<file path="src/rtl/txq_pkg.sv">
package txq_pkg;
  localparam int DESC_W = 64;
  localparam int XLEN_W = 13;
  localparam int BUFA_W = 44;
  localparam int GCNT_W = 4;

  // Field layout of one ring entry; the downstream reader relies on it.
  typedef struct packed {
    logic              sof;
    logic              mark;
    logic [GCNT_W-1:0] gcnt;
    logic              rsvd;
    logic [XLEN_W-1:0] xlen;
    logic [BUFA_W-1:0] bufa;
  } txq_desc_t;

  typedef enum logic [2:0] {
    ST_STALL,
    ST_IDLE,
    ST_FETCH,
    ST_OFFER,
    ST_STOPPED,
    ST_RESET
  } txq_state_e;
endpackage

</file>
<file path="src/rtl/txq_desc_check.sv">
module txq_desc_check
  import txq_pkg::*;
(
  input  logic [DESC_W-1:0] word,
  output logic              sof,
  output logic              mark,
  output logic [XLEN_W-1:0] xlen,
  output logic [BUFA_W-1:0] bufa,
  output logic              bad
);
  txq_desc_t d;
  logic      unused_rsvd;

  assign d           = txq_desc_t'(word);
  assign sof         = d.sof;
  assign mark        = d.mark;
  assign xlen        = d.xlen;
  assign bufa        = d.bufa;
  assign unused_rsvd = d.rsvd;
  // zero length or a pointer count other than one is unusable
  assign bad = (d.xlen == '0) || (d.gcnt != GCNT_W'(1));
endmodule

</file>
<file path="src/rtl/txq_kick_track.sv">
module txq_kick_track #(
  parameter  int RING_LEN = 64,
  localparam int IDX_W    = $clog2(RING_LEN)
) (
  input  logic             clk,
  input  logic             rst,
  input  logic             kick_wr,
  input  logic [IDX_W-1:0] kick_idx,
  input  logic             kick_wrap,
  input  logic [IDX_W-1:0] head_idx,
  input  logic             head_wrap,
  input  logic             ovf_clr,
  output logic             ring_empty,
  output logic             ovf_err
);
  logic [IDX_W-1:0] tail_q;
  logic             twrap_q;
  logic             ovf_q;
  logic             idx_in_range;
  logic             same_lap;
  logic             kick_ok;

  generate
    if ((RING_LEN & (RING_LEN - 1)) == 0) begin : g_pow2
      assign idx_in_range = 1'b1;
    end else begin : g_npow2
      assign idx_in_range = (kick_idx < IDX_W'(RING_LEN));
    end
  endgenerate

  // tail may be at most one full ring ahead of the head
  assign same_lap = (kick_wrap == head_wrap);
  assign kick_ok  = idx_in_range &&
                    (same_lap ? (kick_idx >= head_idx) : (kick_idx <= head_idx));

  always_ff @(posedge clk) begin
    if (rst) begin
      tail_q  <= '0;
      twrap_q <= 1'b0;
      ovf_q   <= 1'b0;
    end else begin
      if (ovf_clr) ovf_q <= 1'b0;
      if (kick_wr) begin
        if (kick_ok) begin
          tail_q  <= kick_idx;
          twrap_q <= kick_wrap;
        end else begin
          ovf_q <= 1'b1;
        end
      end
    end
  end

  // empty only when both index and lap flag match
  assign ring_empty = (tail_q == head_idx) && (twrap_q == head_wrap);
  assign ovf_err    = ovf_q;

  a_r8_reject_keeps_tail: assert property (@(posedge clk) disable iff (rst)
    kick_wr && !kick_ok |=> (tail_q == $past(tail_q)) && (twrap_q == $past(twrap_q)));

  a_r8_ovf_sticky: assert property (@(posedge clk) disable iff (rst)
    ovf_q && !ovf_clr |=> ovf_q);
endmodule

</file>
<file path="src/rtl/txq_head_fsm.sv">
module txq_head_fsm
  import txq_pkg::*;
#(
  parameter  int RING_LEN = 64,
  parameter  int AW       = 44,
  localparam int IDX_W    = $clog2(RING_LEN)
) (
  input  logic              clk,
  input  logic              rst,
  input  logic [AW-1:0]     ring_base,
  input  logic              ring_empty,
  input  logic              ctl_rst_req,
  input  logic              ctl_stall_clr,
  input  logic              ctl_stop_req,
  input  logic              stat_rd,
  input  logic              mem_rsp_valid,
  input  logic              d_sof,
  input  logic              d_mark,
  input  logic [XLEN_W-1:0] d_len,
  input  logic [BUFA_W-1:0] d_addr,
  input  logic              d_bad,
  input  logic              xfer_ready,
  output logic              mem_req,
  output logic [AW-1:0]     mem_addr,
  output logic              xfer_valid,
  output logic              xfer_sof,
  output logic [XLEN_W-1:0] xfer_len,
  output logic [BUFA_W-1:0] xfer_addr,
  output logic [IDX_W-1:0]  head_idx,
  output logic              head_wrap,
  output logic              mk_flag,
  output logic              desc_err,
  output logic              rst_busy,
  output logic              rst_state,
  output logic              sng_state,
  output logic              err_clr
);
  localparam int               PAD_W    = AW - IDX_W - 3;
  localparam logic [IDX_W-1:0] LAST_IDX = IDX_W'(RING_LEN - 1);

  txq_state_e        state_q;
  logic [IDX_W-1:0]  head_q, head_nxt;
  logic              hwrap_q, hwrap_nxt;
  logic              mem_req_q;
  logic [AW-1:0]     mem_addr_q;
  logic              xv_q, xsof_q, xmark_q;
  logic [XLEN_W-1:0] xlen_q;
  logic [BUFA_W-1:0] xaddr_q;
  logic              mk_q, derr_q;
  logic              rst_pend_q, stop_pend_q;

  // step by one, wrap at the ring end and flip the lap flag
  always_comb begin
    if (head_q == LAST_IDX) begin
      head_nxt  = '0;
      hwrap_nxt = ~hwrap_q;
    end else begin
      head_nxt  = head_q + IDX_W'(1);
      hwrap_nxt = hwrap_q;
    end
  end

  always_ff @(posedge clk) begin
    if (rst) begin
      state_q     <= ST_STALL;
      head_q      <= '0;
      hwrap_q     <= 1'b0;
      mem_req_q   <= 1'b0;
      mem_addr_q  <= '0;
      xv_q        <= 1'b0;
      xsof_q      <= 1'b0;
      xmark_q     <= 1'b0;
      xlen_q      <= '0;
      xaddr_q     <= '0;
      mk_q        <= 1'b0;
      derr_q      <= 1'b0;
      rst_pend_q  <= 1'b0;
      stop_pend_q <= 1'b0;
    end else begin
      mem_req_q <= 1'b0;
      if (ctl_rst_req)  rst_pend_q  <= 1'b1;
      if (ctl_stop_req) stop_pend_q <= 1'b1;
      if (stat_rd)      mk_q        <= 1'b0;
      unique case (state_q)
        ST_STALL: begin
          if (rst_pend_q)         state_q <= ST_RESET;
          else if (ctl_stall_clr) state_q <= ST_IDLE;
        end
        ST_IDLE: begin
          if (rst_pend_q) begin
            state_q <= ST_RESET;
          end else if (stop_pend_q) begin
            stop_pend_q <= 1'b0;
            state_q     <= ST_STOPPED;
          end else if (!ring_empty) begin
            mem_req_q  <= 1'b1;
            mem_addr_q <= ring_base + {{PAD_W{1'b0}}, head_q, 3'b000};
            state_q    <= ST_FETCH;
          end
        end
        ST_FETCH: begin
          if (mem_rsp_valid) begin
            if (d_bad) begin
              derr_q  <= 1'b1;
              head_q  <= head_nxt;
              hwrap_q <= hwrap_nxt;
              state_q <= ST_IDLE;
            end else begin
              xv_q    <= 1'b1;
              xsof_q  <= d_sof;
              xmark_q <= d_mark;
              xlen_q  <= d_len;
              xaddr_q <= d_addr;
              state_q <= ST_OFFER;
            end
          end
        end
        ST_OFFER: begin
          if (xfer_ready) begin
            xv_q    <= 1'b0;
            head_q  <= head_nxt;
            hwrap_q <= hwrap_nxt;
            if (xmark_q) mk_q <= 1'b1;
            state_q <= ST_IDLE;
          end
        end
        ST_STOPPED: begin
          if (rst_pend_q) state_q <= ST_RESET;
        end
        ST_RESET: begin
          head_q      <= '0;
          hwrap_q     <= 1'b0;
          derr_q      <= 1'b0;
          rst_pend_q  <= 1'b0;
          stop_pend_q <= 1'b0;
          state_q     <= ST_STALL;
        end
        default: state_q <= ST_STALL;
      endcase
    end
  end

  assign mem_req    = mem_req_q;
  assign mem_addr   = mem_addr_q;
  assign xfer_valid = xv_q;
  assign xfer_sof   = xsof_q;
  assign xfer_len   = xlen_q;
  assign xfer_addr  = xaddr_q;
  assign head_idx   = head_q;
  assign head_wrap  = hwrap_q;
  assign mk_flag    = mk_q;
  assign desc_err   = derr_q;
  assign rst_busy   = rst_pend_q || (state_q == ST_RESET);
  assign rst_state  = (state_q == ST_STALL);
  assign sng_state  = (state_q == ST_STOPPED);
  assign err_clr    = (state_q == ST_RESET);

  a_r4_single_fetch: assert property (@(posedge clk) disable iff (rst)
    mem_req |=> !mem_req);

  a_r4_no_fetch_during_offer: assert property (@(posedge clk) disable iff (rst)
    mem_req |-> !xfer_valid);

  a_r3_fetch_needs_work: assert property (@(posedge clk) disable iff (rst)
    mem_req |-> $past(!ring_empty));

  a_r5_offer_hold: assert property (@(posedge clk) disable iff (rst)
    xfer_valid && !xfer_ready |=> xfer_valid && $stable(xfer_addr) &&
                                  $stable(xfer_len) && $stable(head_idx));

  a_r6_head_moves: assert property (@(posedge clk) disable iff (rst)
    xfer_valid && xfer_ready |=> head_idx != $past(head_idx));

  a_r2_stall_quiet: assert property (@(posedge clk) disable iff (rst)
    rst_state |-> !mem_req && !xfer_valid);

  a_r10_stopped_quiet: assert property (@(posedge clk) disable iff (rst)
    sng_state |=> !mem_req);
endmodule

</file>
<file path="src/rtl/txq_ring_ctrl.sv">
module txq_ring_ctrl
  import txq_pkg::*;
#(
  parameter  int RING_LEN = 64,
  parameter  int AW       = 44,
  localparam int IDX_W    = $clog2(RING_LEN)
) (
  input  logic              clk,
  input  logic              rst,
  input  logic [AW-1:0]     ring_base,
  input  logic              kick_wr,
  input  logic [IDX_W-1:0]  kick_idx,
  input  logic              kick_wrap,
  input  logic              ctl_rst_req,
  input  logic              ctl_stall_clr,
  input  logic              ctl_stop_req,
  input  logic              stat_rd,
  output logic              mem_req,
  output logic [AW-1:0]     mem_addr,
  input  logic              mem_rsp_valid,
  input  logic [DESC_W-1:0] mem_rsp_data,
  output logic              xfer_valid,
  input  logic              xfer_ready,
  output logic              xfer_sof,
  output logic [XLEN_W-1:0] xfer_len,
  output logic [BUFA_W-1:0] xfer_addr,
  output logic [IDX_W-1:0]  head_idx,
  output logic              head_wrap,
  output logic              mk_flag,
  output logic              desc_err,
  output logic              ovf_err,
  output logic              rst_busy,
  output logic              rst_state,
  output logic              sng_state
);
  logic              d_sof, d_mark, d_bad;
  logic [XLEN_W-1:0] d_len;
  logic [BUFA_W-1:0] d_addr;
  logic              ring_empty;
  logic              err_clr;

  txq_desc_check u_dec (
    .word (mem_rsp_data),
    .sof  (d_sof),
    .mark (d_mark),
    .xlen (d_len),
    .bufa (d_addr),
    .bad  (d_bad)
  );

  txq_kick_track #(.RING_LEN(RING_LEN)) u_kick (
    .clk        (clk),
    .rst        (rst),
    .kick_wr    (kick_wr),
    .kick_idx   (kick_idx),
    .kick_wrap  (kick_wrap),
    .head_idx   (head_idx),
    .head_wrap  (head_wrap),
    .ovf_clr    (err_clr),
    .ring_empty (ring_empty),
    .ovf_err    (ovf_err)
  );

  txq_head_fsm #(.RING_LEN(RING_LEN), .AW(AW)) u_fsm (
    .clk           (clk),
    .rst           (rst),
    .ring_base     (ring_base),
    .ring_empty    (ring_empty),
    .ctl_rst_req   (ctl_rst_req),
    .ctl_stall_clr (ctl_stall_clr),
    .ctl_stop_req  (ctl_stop_req),
    .stat_rd       (stat_rd),
    .mem_rsp_valid (mem_rsp_valid),
    .d_sof         (d_sof),
    .d_mark        (d_mark),
    .d_len         (d_len),
    .d_addr        (d_addr),
    .d_bad         (d_bad),
    .xfer_ready    (xfer_ready),
    .mem_req       (mem_req),
    .mem_addr      (mem_addr),
    .xfer_valid    (xfer_valid),
    .xfer_sof      (xfer_sof),
    .xfer_len      (xfer_len),
    .xfer_addr     (xfer_addr),
    .head_idx      (head_idx),
    .head_wrap     (head_wrap),
    .mk_flag       (mk_flag),
    .desc_err      (desc_err),
    .rst_busy      (rst_busy),
    .rst_state     (rst_state),
    .sng_state     (sng_state),
    .err_clr       (err_clr)
  );
endmodule

</file>
<file path="config.mk">
export PLATFORM = sky130hd
export DESIGN_NAME = txq_ring_ctrl
export DESIGN_NICKNAME = d
export VERILOG_FILES = /design/src/rtl/txq_pkg.sv /design/src/rtl/txq_desc_check.sv /design/src/rtl/txq_kick_track.sv /design/src/rtl/txq_head_fsm.sv /design/src/rtl/txq_ring_ctrl.sv
export SDC_FILE = /design/constraint.sdc
export NUM_CORES = 1
export LEC_CHECK = 0
export BUFFER_PORTS_ARGS = -buffer_cell sky130_fd_sc_hd__buf_2
export CAP_MARGIN = 20
export CORE_MARGIN = 1.5
export CORE_UTILIZATION = 45
export DETAILED_ROUTE_END_ITERATION = 12
export PLACE_DENSITY = 0.71
export SYNTH_ARGS = -nofsm -noshare
export SYNTH_HDL_FRONTEND = slang
export SYNTH_SLANG_ARGS = --single-unit
</file>
<file path="constraint.sdc">
create_clock -name clk -period 2.9 [get_ports clk]
set_input_delay 0.145 -clock clk [delete_from_list [all_inputs] [get_ports clk]]
set_output_delay 0.145 -clock clk [all_outputs]
set_load 0.02 [all_outputs]
</file>
---- Word-level counts from Yosys, hierarchy flattened ----
Cells that the tools add are included.
cells by class
  add/subtract/negate cells ............... 2
  $lt $le $gt $ge ......................... 2
  eq/ne operators ......................... 17
  multiplexer cells ....................... 40
  bitwise logic cells ..................... 6
  reductions and logical operators ........ 17
operator list
  operator                                                number
  adder 44 x 9 -> 44 bit                                  1
  2-to-1 mux 3 bit                                        8
  2-to-1 mux 6 bit                                        4
  2-to-1 mux 1 bit                                        21
  case mux 6 bit (3 select lines)                         1
  case mux 3 bit (5 select lines)                         1
  zero test 13 bit                                        1
  AND reduction 4 bit                                     3
  inequality test 2 bit (second input constant)           4
  adder 6 x 1 -> 6 bit (second input constant)            1
  == test 3 x 2 -> 1 bit (second input constant)          2
  == test 3 bit (second input constant)                   2
  == test 6 bit                                           1
  == test 6 bit (second input constant)                   1
  >= comparator 6 bit                                     1
  <= comparator 6 bit                                     1
  inverter 1 bit                                          6
  case mux 1 bit (2 select lines)                         3
  AND reduction 3 bit                                     2
  AND reduction 5 bit                                     1
  inequality test 4 x 1 -> 1 bit (second input constant)  1
  inequality test 4 bit (second input constant)           1
  nonzero test 2 bit                                      2
  OR reduction 4 bit                                      1
  12 further kinds                                        14
storage, ports and cells
  register bits after elaboration ......... 127
  input bits .............................. 124

---- Longest topological paths before layout ----
  depth after elaboration ................. 6
  mapped depth ............................ 9
  mapped depth without buffers ............ 7

---- Modules after synthesis ----
Synthesis repeated with hierarchy kept, for this count alone.
unflattened totals
  cell total of the unflattened synthesis .. 791
  area total of the unflattened synthesis .. 6463.7 µm²
by module, submodules not included
  module          instances  cells an instance  area each (µm²)
  txq_head_fsm    1          653                5317.6
  txq_kick_track  1          72                 650.6
  txq_desc_check  1          66                 495.5

---- Least setup slack after synthesis ----
No wires, ideal clock.
  path kind ............................... reg-to-reg
  start ................................... register u_fsm.head_q[0] (netlist: u_fsm.head_idx[0])
  end ..................................... register u_fsm.mem_addr_q[43] (netlist: u_fsm.mem_addr[43])
  arrival ................................. 2.242 ns
  data required time ...................... 2.826 ns
  slack ................................... 0.584 ns
  stages on the path, launching flop included .. 9
  path buffers ............................ 1
  cell sequence ........................... dfxtp_1 -> ha_1 -> fa_1 -> a21oi_1 -> o21ai_2 -> nand2_4 -> buf_6 -> or4_1 -> a31oi_1
between the ends
  cells in the longest elaborated chain, start to end .. 4
  elaborated cells between the ends (all ways) .. 5
  classes of those cells .................. 1 x add/sub; 1 x eq/ne; 1 x bitwise; 2 x reduce/logical
ends and longest elaborated chain
  item                                                            RTL line             source
  from (decl)                                                     txq_head_fsm.sv:42   logic [IDX_W-1:0] head_q, head_nxt;
  from (signal assigned)                                          txq_head_fsm.sv:105  head_q <= head_nxt;
  from (signal assigned)                                          txq_head_fsm.sv:121  head_q <= head_nxt;
  branches (longest 4 deep; another with adder 44 x 9 -> 44 bit)  n/a
  to (signal assigned)                                            txq_head_fsm.sv:97   mem_addr_q <= ring_base + {{PAD_W{1'b0}}, head_q, 3'b000};
  to (decl)                                                       txq_head_fsm.sv:45   logic [AW-1:0] mem_addr_q;
Parallel ways; which one is timed is not known.
A chain may end at the register's enable or synchronous reset.

---- Worst setup path after layout ----
  start ................................... register u_fsm.head_q[5] (netlist: u_fsm.head_idx[5])
  end ..................................... register u_fsm.mem_addr_q[32] (netlist: u_fsm.mem_addr[32])
The elaborated chain is that of the path after synthesis.

==> metrics.md <==
| Metric | Value |
|---|---|
| Synth Net Count | `903` |
| Yosys top cell by area | `dfxtp_1` |
| Worst-skew pair later-pin latency | `420 ps` |
| Final hold violation count | `0` |
| Internal power | `0.00331 W` |
| H-tree depth | `4` |
| Die Area | `0.0142 mm²` |
| Sequential share of power | `41.4%` |
| PortBufs | `239` |
| Vias in the first global route | `6166` |
| Cells after DPL | `1144` |
| FP Rows | `42` |
| Post-CTS resize count | `0` |
| CTS clock-pin slew for the worst setup and hold paths | `60 ps` |
| Synth top area cells | `dfxtp_1 (42%), nand2_1 (10%), a21oi_1 (8.6%), o21ai_0 (4.0%), ha_1 (2.7%)` |
| Design Area, Final | `0.00870 mm²` |
| Worst-path cell chain | `ha_1 > o2111a_2 > and3_1 > nand2_2 > or4_1 > a31oi_1` |
| Sw Pwr | `0.00119 W` |
| Sw Ratio | `26.4%` |
| Initial antenna violation count | `2` |
| Non-Filler Instances | `1251` |
| Leakage | `3.74 nW` |
| R2R setup slack | `400 ps` |
| Ys flop type | `dfxtp_1` |
| DIE WIDTH | `119 µm` |
| Outcome | `finished clean` |
| Bufs on Longest Clock Path | `2` |
| CTS buffer count | `17` |
| DRT Pass-1 Iters | `7` |
| Async SR Flop Fraction | `0%` |
| Met1 Use GR | `30.9%` |
| Power Dens Cells | `517 mW/mm²` |
| Worst setup EP type | `flop` |
| Worst clock skew | `9.57 ps` |
| Crit Path Category | `reg2reg` |
| IO Pins | `241` |
| Worst reg2reg startpoint | `u_fsm.head_idx[5]` |
| WL per Instance | `14.9 µm` |
| Max Fanout on Critical Path | `14` |
| Vias | `6593` |
| Final GP Congestion | `0.844` |
| Synth Cell Area | `0.00607 mm²` |
| First-pass GRT wire length | `30.2 mm` |
| R2r endpoint | `u_fsm.mem_addr[32]` |
| WHS Endpoint | `u_fsm.mem_addr[41]` |
| GR Util All Layers | `26.3%` |
| Mean post-synth cell area | `7.94 µm²` |
| #FFs+latches synth | `127` |
| Finished Core Util | `66.0%` |
| RSZ-0062 raised after global routing | `false` |
| Yosys cell types | `57` |
| Yosys warns | `0` |
| DRC | `0` |
| Area grow syn2layout | `43.2%` |
| Worst EP arrival | `2850 ps` |
| Root Buffer | `clkbuf_16` |
| Worst Tran Pin Value | `742 ps` |
| Part of the power in combinational logic | `13.9%` |
| Post-Route WL | `18.7 mm` |
| Peak VDD IR | `0.000381 V` |
| DRT iter0 DRCs | `476` |
| Post-synth EDFFs | `0` |
| Endpoints failing setup | `0` |
| Hold Crit Depth | `3` |
| Initial core utilization | `46.0%` |
| Max_slew headroom | `50.2%` |
| Grt peak-use layer | `met2` |
| Total global routing overflow | `0` |
| Gate Count Post-Synth | `765` |
| Final Max Slew Viols | `0` |
| Post-CTS setup buffers | `0` |
| CTS tree | `yes` |
| Area after DPL | `0.00740 mm²` |
| Clock power share | `44.7%` |
| Worst hold margin | `17.2 ps` |
| Final nets | `1198` |
| Critical path's largest stage delay | `510 ps` |
| R2r worst-path depth | `6` |
| Clk sink count | `127` |
| Hpwl dp | `12.2 mm` |
| Hold path startpoint | `ring_base[41]` |
| Antenna-violating nets left | `0` |
| Met3 usage | `7.38%` |
| Share of cells above drive strength 1 | `28.1%` |
| Setup TNS | `0 ps` |
| Max stage delay cell, worst path | `or4_1` |
| Share of the synthesized area in the top cell type | `41.9%` |
| Worst EP required | `3240 ps` |
| Minimum clock period | `2500 ps` |
| Worst Setup Start Kind | `flop` |
| Fmax | `0.400 GHz` |
| Hold Crit Class | `in2reg` |
| Post-synthesis sequential area ratio | `41.9%` |
| Area of the core | `0.0132 mm²` |
| Tcrit/Tclk final | `86.3%` |
| Die height | `119 µm` |
| Met2 Use GR | `44.4%` |
| Max-cap violations | `0` |
| Largest net degree at the start of global routing | `61` |
| Vias per inst | `5.27` |
[state kept, by name, indices dropped and copies added, names as in the netlist]
register / cells
u_fsm.mem_addr: 44
u_fsm.xfer_addr: 44
u_fsm.xfer_len: 13
u_fsm.head_idx: 6
u_kick.tail_q: 6
u_fsm.state_q: 3
u_fsm.desc_err: 1
u_fsm.head_wrap: 1
u_fsm.mem_req: 1
u_fsm.mk_flag: 1
u_fsm.rst_pend_q: 1
u_fsm.stop_pend_q: 1
u_fsm.xfer_sof: 1
u_fsm.xfer_valid: 1
u_fsm.xmark_q: 1
u_kick.ovf_err: 1
u_kick.twrap_q: 1
[power by group through the flow]
stage / clock network, W / logic, W / registers (W)
2_1_floorplan: 0 / 0.000264 / 0.00194
3_3_place_gp: 0 / 0.000535 / 0.00190
3_5_place_dp: 0 / 0.000540 / 0.00190
4_1_cts: 0.00205 / 0.000620 / 0.00186
5_1_grt: 0.00213 / 0.000688 / 0.00187
6_report: 0.00201 / 0.000626 / 0.00186
[final cells by class]
cell class	instances	area (µm²)
fillers	1136	4490
well taps	176	220
diodes	2	5.00
clock buffers	19	453
repair buffers	326	2040
flip-flops and latches	127	2540
multi-input cells	571	3260
clock inverters	13	115
inverters	17	63.8
[how the worst max path moves through the flow]
stage	start	end	slack, ps
floorplan	u_fsm.head_idx[0]	u_fsm.mem_addr[43]	580
global placement	u_fsm.head_idx[5]	u_fsm.mem_addr[32]	440
detailed placement	u_fsm.head_idx[5]	u_fsm.mem_addr[32]	410
CTS	u_fsm.head_idx[5]	u_fsm.mem_addr[32]	400
global route	u_fsm.head_idx[5]	u_fsm.mem_addr[32]	210
finish	u_fsm.head_idx[5]	u_fsm.mem_addr[32]	400
[worst max-delay path, delay by kind of cell (launching register included)]
family / cells / cell delay (ps)
AND/OR/NAND/NOR: 3 / 1120
flip-flops: 1 / 470
AO/OA/AOI/OAI: 2 / 460
adder cells (fa/ha/maj): 1 / 370
[synthesized netlist by cell type (4+ instances only)]
| cell | instances |
|---|---|
| o21ai_0 | 48 |
| nand2_1 | 167 |
| a211oi_1 | 6 |
| a31oi_1 | 14 |
| xor2_1 | 12 |
| nand3_1 | 18 |
| and2_1 | 7 |
| nor2b_1 | 5 |
| a21oi_1 | 104 |
| nor2_1 | 28 |
| nand4_1 | 15 |
| or4_1 | 12 |
| and3_1 | 12 |
| nor3_1 | 12 |
| xnor2_1 | 15 |
| nor4_1 | 4 |
| inv_1 | 17 |
| clkbuf_1 | 33 |
| o31ai_1 | 15 |
| buf_2 | 9 |
| mux2i_1 | 9 |
| ha_1 | 13 |
| a21o_1 | 5 |
| and4_1 | 7 |
| dfxtp_1 | 127 |
[per-stage QoR]
stage / power (W) / setup slack, ps
2_1_floorplan: 0.00221 / 584
3_3_place_gp: 0.00243 / 445
3_5_place_dp: 0.00244 / 408
4_1_cts: 0.00453 / 402
5_1_grt: 0.00469 / 206
6_report: 0.00450 / 397
[cell usage in the layout (no fill, tap or decap), drive strengths merged, types with 13 or more instances in the layout]
cell         instances
clkbuf              19
nor2                28
a31oi               15
dlygate4sd3         73
o31ai               16
inv                 18
nand3               18
o21ai               49
a21oi              104
buf                253
nand2              170
nand4               16
dfxtp              127
xnor2               15
ha                  13
[cell families after synthesis]
kind of cell | count (synthesis) | synth area share, %
xor+xnor | 27 | 3.89
fa+ha+maj | 14 | 3.01
mux | 10 | 1.67
compound gates | 216 | 20.9
simple gates | 304 | 23.8
flops | 127 | 41.9
buf+inv | 67 | 4.82
[timing repair]
item | in CTS | in global routing
endpoints found under the setup margin | 0 | 0
hold buffers | 73 | 0
hold endpoints to repair | 73 | 0
[metal layers]
layer / vias up / share of wire [%]
li1: 3309 / -
met1: 2991 / 42
met2: 240 / 47
met3: 53 / 7.8
met4: 0 / 3.4
met5: - / 0
No activity file was read; power rests on OpenSTA's default activity.
